File: config.mk
export PLATFORM = sky130hd
export DESIGN_NAME = next_pc_seq
export DESIGN_NICKNAME = d
export VERILOG_FILES = /design/src/rtl/nps_pkg.sv /design/src/rtl/nps_step.sv /design/src/rtl/nps_target.sv /design/src/rtl/nps_select.sv /design/src/rtl/next_pc_seq.sv
export SDC_FILE = /design/constraint.sdc
export NUM_CORES = 1
export LEC_CHECK = 0
export CAP_MARGIN = 20
export CORE_MARGIN = 2
export CORE_UTILIZATION = 57
export DETAILED_ROUTE_END_ITERATION = 12
export DONT_BUFFER_PORTS = 1
export GPL_ROUTABILITY_DRIVEN = 0
export PLACE_DENSITY = 0.72
export RECOVER_POWER = 50
export SYNTH_ARGS = -nofsm -noshare
export SYNTH_HDL_FRONTEND = slang
export SYNTH_HIERARCHICAL = 1
export SYNTH_SLANG_ARGS = --single-unit
File: constraint.sdc
create_clock -name clk_i -period 5.6 [get_ports clk_i]
set_clock_uncertainty 0.2 [all_clocks]
set_input_delay 0.84 -clock clk_i [delete_from_list [all_inputs] [get_ports clk_i]]
set_output_delay 0.84 -clock clk_i [all_outputs]
set_load 0.01 [all_outputs]
File: src/rtl/nps_pkg.sv
package nps_pkg;
  typedef enum logic [2:0] {
    BR_NONE  = 3'd0,
    BR_JMP   = 3'd1,
    BR_CALL  = 3'd2,
    BR_XJMP  = 3'd3,
    BR_XCALL = 3'd4
  } br_kind_e;
endpackage

File: src/rtl/nps_step.sv
module nps_step #(
  parameter int AW = 32
) (
  input  logic [AW-1:0] pc_i,
  input  logic          half_i,
  output logic [AW-1:0] seq_pc_o,
  output logic [AW-1:0] link_o
);
  localparam logic [AW-1:0] STEP_W = AW'(4);
  localparam logic [AW-1:0] STEP_H = AW'(2);

  assign seq_pc_o = pc_i + (half_i ? STEP_H : STEP_W);
  // 16-bit return addresses carry the state in bit 0
  assign link_o   = {seq_pc_o[AW-1:1], half_i};
endmodule

File: src/rtl/nps_target.sv
module nps_target #(
  parameter int AW = 32
) (
  input  logic [AW-1:0] target_i,
  input  logic          half_cur_i,
  input  logic          exch_i,
  output logic [AW-1:0] tgt_pc_o,
  output logic          tgt_half_o
);
  always_comb begin
    tgt_half_o = exch_i ? target_i[0] : half_cur_i;
    tgt_pc_o   = {target_i[AW-1:2], target_i[1] & tgt_half_o, 1'b0};
  end
endmodule

File: src/rtl/nps_select.sv
module nps_select
  import nps_pkg::*;
#(
  parameter int AW = 32
) (
  input  logic          advance_i,
  input  logic [2:0]    kind_i,
  input  logic          redir_i,
  input  logic [AW-1:0] redir_addr_i,
  input  logic [AW-1:0] seq_pc_i,
  input  logic          half_cur_i,
  input  logic [AW-1:0] tgt_pc_i,
  input  logic          tgt_half_i,
  output logic          exch_o,
  output logic          upd_o,
  output logic [AW-1:0] nxt_pc_o,
  output logic          nxt_half_o,
  output logic          link_we_o
);
  logic is_br, is_link;

  always_comb begin
    is_br   = 1'b0;
    is_link = 1'b0;
    exch_o  = 1'b0;
    unique case (kind_i)
      BR_JMP:   is_br = 1'b1;
      BR_CALL:  begin is_br = 1'b1; is_link = 1'b1; end
      BR_XJMP:  begin is_br = 1'b1; exch_o = 1'b1; end
      BR_XCALL: begin is_br = 1'b1; is_link = 1'b1; exch_o = 1'b1; end
      default:  ;
    endcase
  end

  always_comb begin
    upd_o      = redir_i | advance_i;
    link_we_o  = advance_i & ~redir_i & is_link;
    if (redir_i) begin
      nxt_pc_o   = {redir_addr_i[AW-1:2], 2'b00};
      nxt_half_o = 1'b0;
    end else if (is_br) begin
      nxt_pc_o   = tgt_pc_i;
      nxt_half_o = tgt_half_i;
    end else begin
      nxt_pc_o   = seq_pc_i;
      nxt_half_o = half_cur_i;
    end
  end

  always_comb begin
    if (redir_i) assert_redir_no_link_R9: assert (!link_we_o);
    if (!advance_i) assert_stall_no_link_R10: assert (!link_we_o);
  end
endmodule

File: src/rtl/next_pc_seq.sv
module next_pc_seq #(
  parameter int AW = 32
) (
  input  logic          clk_i,
  input  logic          rst_ni,
  input  logic          advance_i,
  input  logic [2:0]    br_kind_i,
  input  logic [AW-1:0] br_target_i,
  input  logic          redir_i,
  input  logic [AW-1:0] redir_addr_i,
  output logic [AW-1:0] pc_o,
  output logic          half_o,
  output logic [AW-1:0] next_pc_o,
  output logic          lr_we_o,
  output logic [AW-1:0] lr_data_o
);
  logic [AW-1:0] pc_q, seq_pc, tgt_pc, nxt_pc;
  logic          half_q, tgt_half, nxt_half, exch, upd;

  nps_step #(.AW(AW)) u_step (
    .pc_i(pc_q), .half_i(half_q), .seq_pc_o(seq_pc), .link_o(lr_data_o)
  );

  nps_target #(.AW(AW)) u_tgt (
    .target_i(br_target_i), .half_cur_i(half_q), .exch_i(exch),
    .tgt_pc_o(tgt_pc), .tgt_half_o(tgt_half)
  );

  nps_select #(.AW(AW)) u_sel (
    .advance_i(advance_i), .kind_i(br_kind_i), .redir_i(redir_i),
    .redir_addr_i(redir_addr_i), .seq_pc_i(seq_pc), .half_cur_i(half_q),
    .tgt_pc_i(tgt_pc), .tgt_half_i(tgt_half), .exch_o(exch), .upd_o(upd),
    .nxt_pc_o(nxt_pc), .nxt_half_o(nxt_half), .link_we_o(lr_we_o)
  );

  always_ff @(posedge clk_i or negedge rst_ni) begin
    if (!rst_ni) begin
      pc_q   <= '0;
      half_q <= 1'b0;
    end else if (upd) begin
      pc_q   <= nxt_pc;
      half_q <= nxt_half;
    end
  end

  assign pc_o      = pc_q;
  assign half_o    = half_q;
  assign next_pc_o = nxt_pc;

  assert_pc_align_R6: assert property (@(posedge clk_i) disable iff (!rst_ni)
    !pc_o[0] && (half_o || !pc_o[1]));
  assert_link_bit0_R8: assert property (@(posedge clk_i) disable iff (!rst_ni)
    lr_we_o |-> lr_data_o[0] == half_o);
  assert_redir_state_R9: assert property (@(posedge clk_i) disable iff (!rst_ni)
    redir_i |=> !half_o);
  assert_hold_R10: assert property (@(posedge clk_i) disable iff (!rst_ni)
    (!advance_i && !redir_i) |=> ($stable(pc_o) && $stable(half_o)));
  assert_seq_word_R2: assert property (@(posedge clk_i) disable iff (!rst_ni)
    (advance_i && !redir_i && br_kind_i == 3'd0 && !half_o)
      |=> pc_o == $past(pc_o) + AW'(4));
  assert_seq_half_R3: assert property (@(posedge clk_i) disable iff (!rst_ni)
    (advance_i && !redir_i && br_kind_i == 3'd0 && half_o)
      |=> pc_o == $past(pc_o) + AW'(2));
endmodule

---- Yosys cells after proc, flatten, opt, wreduce, memory -nomap -nowiden ----
Index checks and enable logic that the tools add are counted.
word-level totals
  flip-flop bits (word level) ............. 33
  logic and storage cells ................. 26
  input bits .............................. 71
cells by class
  reductions and logical operators ........ 5
  equal/unequal tests ..................... 4
  bitwise operators ....................... 5
  $add $sub $neg .......................... 1
  mux-type cells .......................... 9
operators by type and width
  cell                  number
  $mux W32              2
  $add A32 B32 Y32      1
  $eq A3 B2 Y1 const B  2
  $mux W1               6
  $reduce_or A2 Y1      2
  $reduce_or A4 Y1      1
  $and A1 B1 Y1         3
  $eq A3 B1 Y1 const B  1
  $eq A3 B3 Y1 const B  1
  $mux W3               1
  $reduce_and A2 Y1     1
  $reduce_bool A2 Y1    1
  $not A1 Y1            1
  $or A1 B1 Y1          1

---- Logic depth before layout (Yosys ltp) ----
  word-level depth ........................ 7
  depth in mapped cells ................... 11
  mapped depth without buffers ............ 9

---- Hierarchy ----
The synthesis kept the hierarchy.
modules (own cells, without submodules)
  module       seq. area each (sq um)  cells each  area an instance (sq um)  instances
  next_pc_seq  825.8                   70          1381.3                    1
  nps_select   0.0                     162         978.4                     1
  nps_step     0.0                     124         923.4                     1
  nps_target   0.0                     34          260.2                     1

---- Worst setup path after synthesis ----
Ideal clock, no wire load.
  path type ............................... flip-flop to output port
  start point ............................. reg half_q (netlist: half_o)
  end point ............................... out next_pc_o[26]
  data required time ...................... 4.560 ns
  arrival ................................. 2.683 ns
  setup slack ............................. 1.877 ns
  stages on the path, launching flop included .. 11
  cell sequence ........................... dfrtp_1 -> inv_1 -> ha_1 -> a21o_1 -> or4b_1 -> buf_6 -> nor4_4 -> xor2_1 -> buf_4 -> inv_1 -> o311ai_1
on the way
  word-level cells in the longest chain between the ends .. 4
ends and longest elaborated chain
  what                    line               RTL
  start, declared         next_pc_seq.sv:18  logic half_q, tgt_half, nxt_half, exch, upd;
  start signal, assigned  next_pc_seq.sv:42  half_q <= nxt_half;
  $mux W3                 nps_step.sv:12     assign seq_pc_o = pc_i + (half_i ? STEP_H : STEP_W);
  $add A32 B32 Y32        nps_step.sv:12
  net lr_data_o[26]       next_pc_seq.sv:15  output logic [AW-1:0] lr_data_o
  $mux W32                nps_select.sv:41   end else if (is_br) begin
  $mux W32                nps_select.sv:38   if (redir_i) begin
  end, declared           next_pc_seq.sv:13  output logic [AW-1:0] next_pc_o,
The timed path passes the listed nets, and every way through them passes these cells.

---- Worst setup path in the final report ----
  start point ............................. reg half_q (netlist: half_o)
  end point ............................... out next_pc_o[21]
Same word-level chain as after synthesis.

==> flow_summary.ini <==
[floorplan]
die_w_um = 82.85
ioPinCount = 169
die_area_um2 = 6863
core_um2 = 5956
fp-row-count = 28
die_h_um = 82.85
start_util_pct = 59.50

[critical_path]
worstPathMaxFanout = 7
critPathLaunchType = register
crit_path_end_kind = output pin
crit_required_ns = 4.56
path_class = register to output pin
worstPathArrival_ns = 3.46

[synthesis]
synth.distinct_cells = 40
synth_edf_count = 0
yosysMostFrequentCell = buf_4
ys_top_cells_by_count = buf_4 (64), nand2_1 (43), inv_1 (36), dfrtp_1 (33), mux2_4 (31)
yosys_warnings = 6
ys_seq_area_share_pct = 23.31
ys_top_cells_by_area = dfrtp_1 (23%), buf_4 (14%), mux2_4 (13%)
avgSynthCellArea_um2 = 9.086
syn_inst = 390
syn-cell-area_um2 = 3543
yosys.area.top_type_share_pct = 23.31
synth.net_count = 464
postSynth.asyncResetShare_pct = 100.0
synth_area_leader_cell = dfrtp_1
synth_ff_type = dfrtp_1
ys_ff_latch = 33

[global_route]
grt_pass1_wl_um = 13140
grt_start_max_net_pins = 96
grt_use_total_pct = 23.24
antenna_found_initial = 0
grt_pass1_vias = 2593
overflow = 0

[sta]
maxSlewViolCount = 0
post-route-period-util_pct = 80.32
fin_crit_ns = 4.498
fmax_ghz = 0.2223
setup_viol = 0
rsz0062_at_grt = no
hold_viol_final = 0
tns_ns = 0
slew_headroom_pct = 37.18
tightestPinTransition_ns = 0.9423

[final_layout]
final_util_pct = 51.51
num-nets-final = 385
finalNonFillerCells = 387
drive_gt1_share_pct = 16.99
area_delta_synth_final_pct = -13.42
diodes = 0
fillers = 584

[routing]
drt_iter0_markers = 128
drtAntennaViolNets = 0
drcViolationCount = 0
wirelength_um = 8300
vias_per_cell = 6.452
wl_per_cell_um = 21.45
dr_total_vias = 2497
dr.pass1.iters = 4

[clock_tree]
clkTransAtPathRegs_ns = 0.08
clock_latency_ns = 0.28
cts.sinks = 33
cts_buffer_depth = 2
post_cts_buffers = 0
cts_inserted_buffers = 5
cts_hold_buf = 0
cts-root-buf = clkbuf_8
ctsResizeCount = 0
cts_tree = built
htree_levels = 2

[status]
outcome = completed

[min_path]
min_path_type = input pin to asynchronous set/reset pin

[placed_design]
place_hpwl_um = 5862
io_buffer_count = 0
numPlacedInstances = 379

[pwr]
total_leakage_power_nw = 1.333
peakVddDrop_mv = 0.1335
cellPowerDensity_nw_per_um2 = 249.3

[run]
drv_cap = 0
[registers in the layout (all words and copies together) (netlist names)]
register,count
half_o,1
pc_o,32
[worst paths after layout]
check / start / endpoint / slack (ns) / cells past startpoint
min in group clk_i: pc_o[1] / pc_o[1] / 0.40 / 1
setup reg to reg: half_o / pc_o[16] / 1.91 / 9
hold / removal: rst_ni / pc_o[22] / 0.05 / 0
setup / recovery: half_o / next_pc_o[21] / 1.10 / 8
hold reg to reg: pc_o[1] / pc_o[1] / 0.40 / 1
max in group asynchronous: rst_ni / half_o / 5.06 / 0
[cell families (layout without fill, tap and decap cells)]
family,count (synthesis),count (layout),synth area share (%)
mux,34,34,14.09
flops,33,33,23.31
other cells,1,1,0.1058
compound gates,40,40,8.969
simple gates,123,123,22.03
buf+inv,126,48,22.81
fa+ha+maj,3,3,1.271
xor+xnor,30,30,7.415
[per-layer routing]
layer	track usage (%)	wire [um]	vias to the layer above	part of all wire (%)
met5	0	0	-	0
met4	5.812	89	0	1.1
met3	8.748	826	9	10
met2	39.30	3997	131	48
met1	27.90	3388	1206	41
li1	-	-	1151	-
[per-stage QoR]
step | power [W] | instance area, um2 | hold WS [ns] | setup slack [ns]
2_1_floorplan | 0.0006208 | 3543 | 0.3444 | 1.877
3_3_place_gp | 0.0005848 | 3000 | 0.3451 | 1.401
3_5_place_dp | 0.0005916 | 3000 | 0.3452 | 1.402
4_1_cts | 0.0007731 | 3080 | 0.03768 | 1.063
5_1_grt | 0.0008102 | 3068 | 0.02376 | 0.8189
6_report | 0.0007650 | 3068 | 0.04657 | 1.102
[where the power goes]
part / internal [W] / switching [W]
combinational: 0.000104 / 0.000138
clock: 0.0000885 / 0.0000898
sequential: 0.000270 / 0.0000742
total: 0.000463 / 0.000302
[worst max-delay path: stages, from the launching register on]
cell and delay (ns):
dfrtp_1 0.54, ha_1 0.26, fa_1 0.30, nand4_1 0.23, nor4_1 0.68, nand4_1 0.20, xnor2_1 0.35, inv_1 0.09
o311ai_1 0.53
[final cells by class]
class	instances	area [um2]	area share [%]
multi-input cells	231	1907	62.15
flip-flops and latches	33	825.8	26.92
inverters	36	135.1	4.405
well taps	75	93.84	3.059
clock buffers	8	80.08	2.610
repair buffers	4	26.28	0.8564
[cells in the final DEF (no fill, tap or decap), types with 4 or more instances in the layout]
master     n
dfrtp_1   33
clkbuf_1   4
o21ai_0    4
nand3_1   10
inv_1     36
nor2_1     5
o311ai_1  24
xor2_1    15
nand4b_1  30
nor3_1    11
xnor2_1   15
clkbuf_8   5
nand2_1   43
o311ai_0   6
mux2_4    30
nand4_1    5
(Power assumes the default switching activity.)
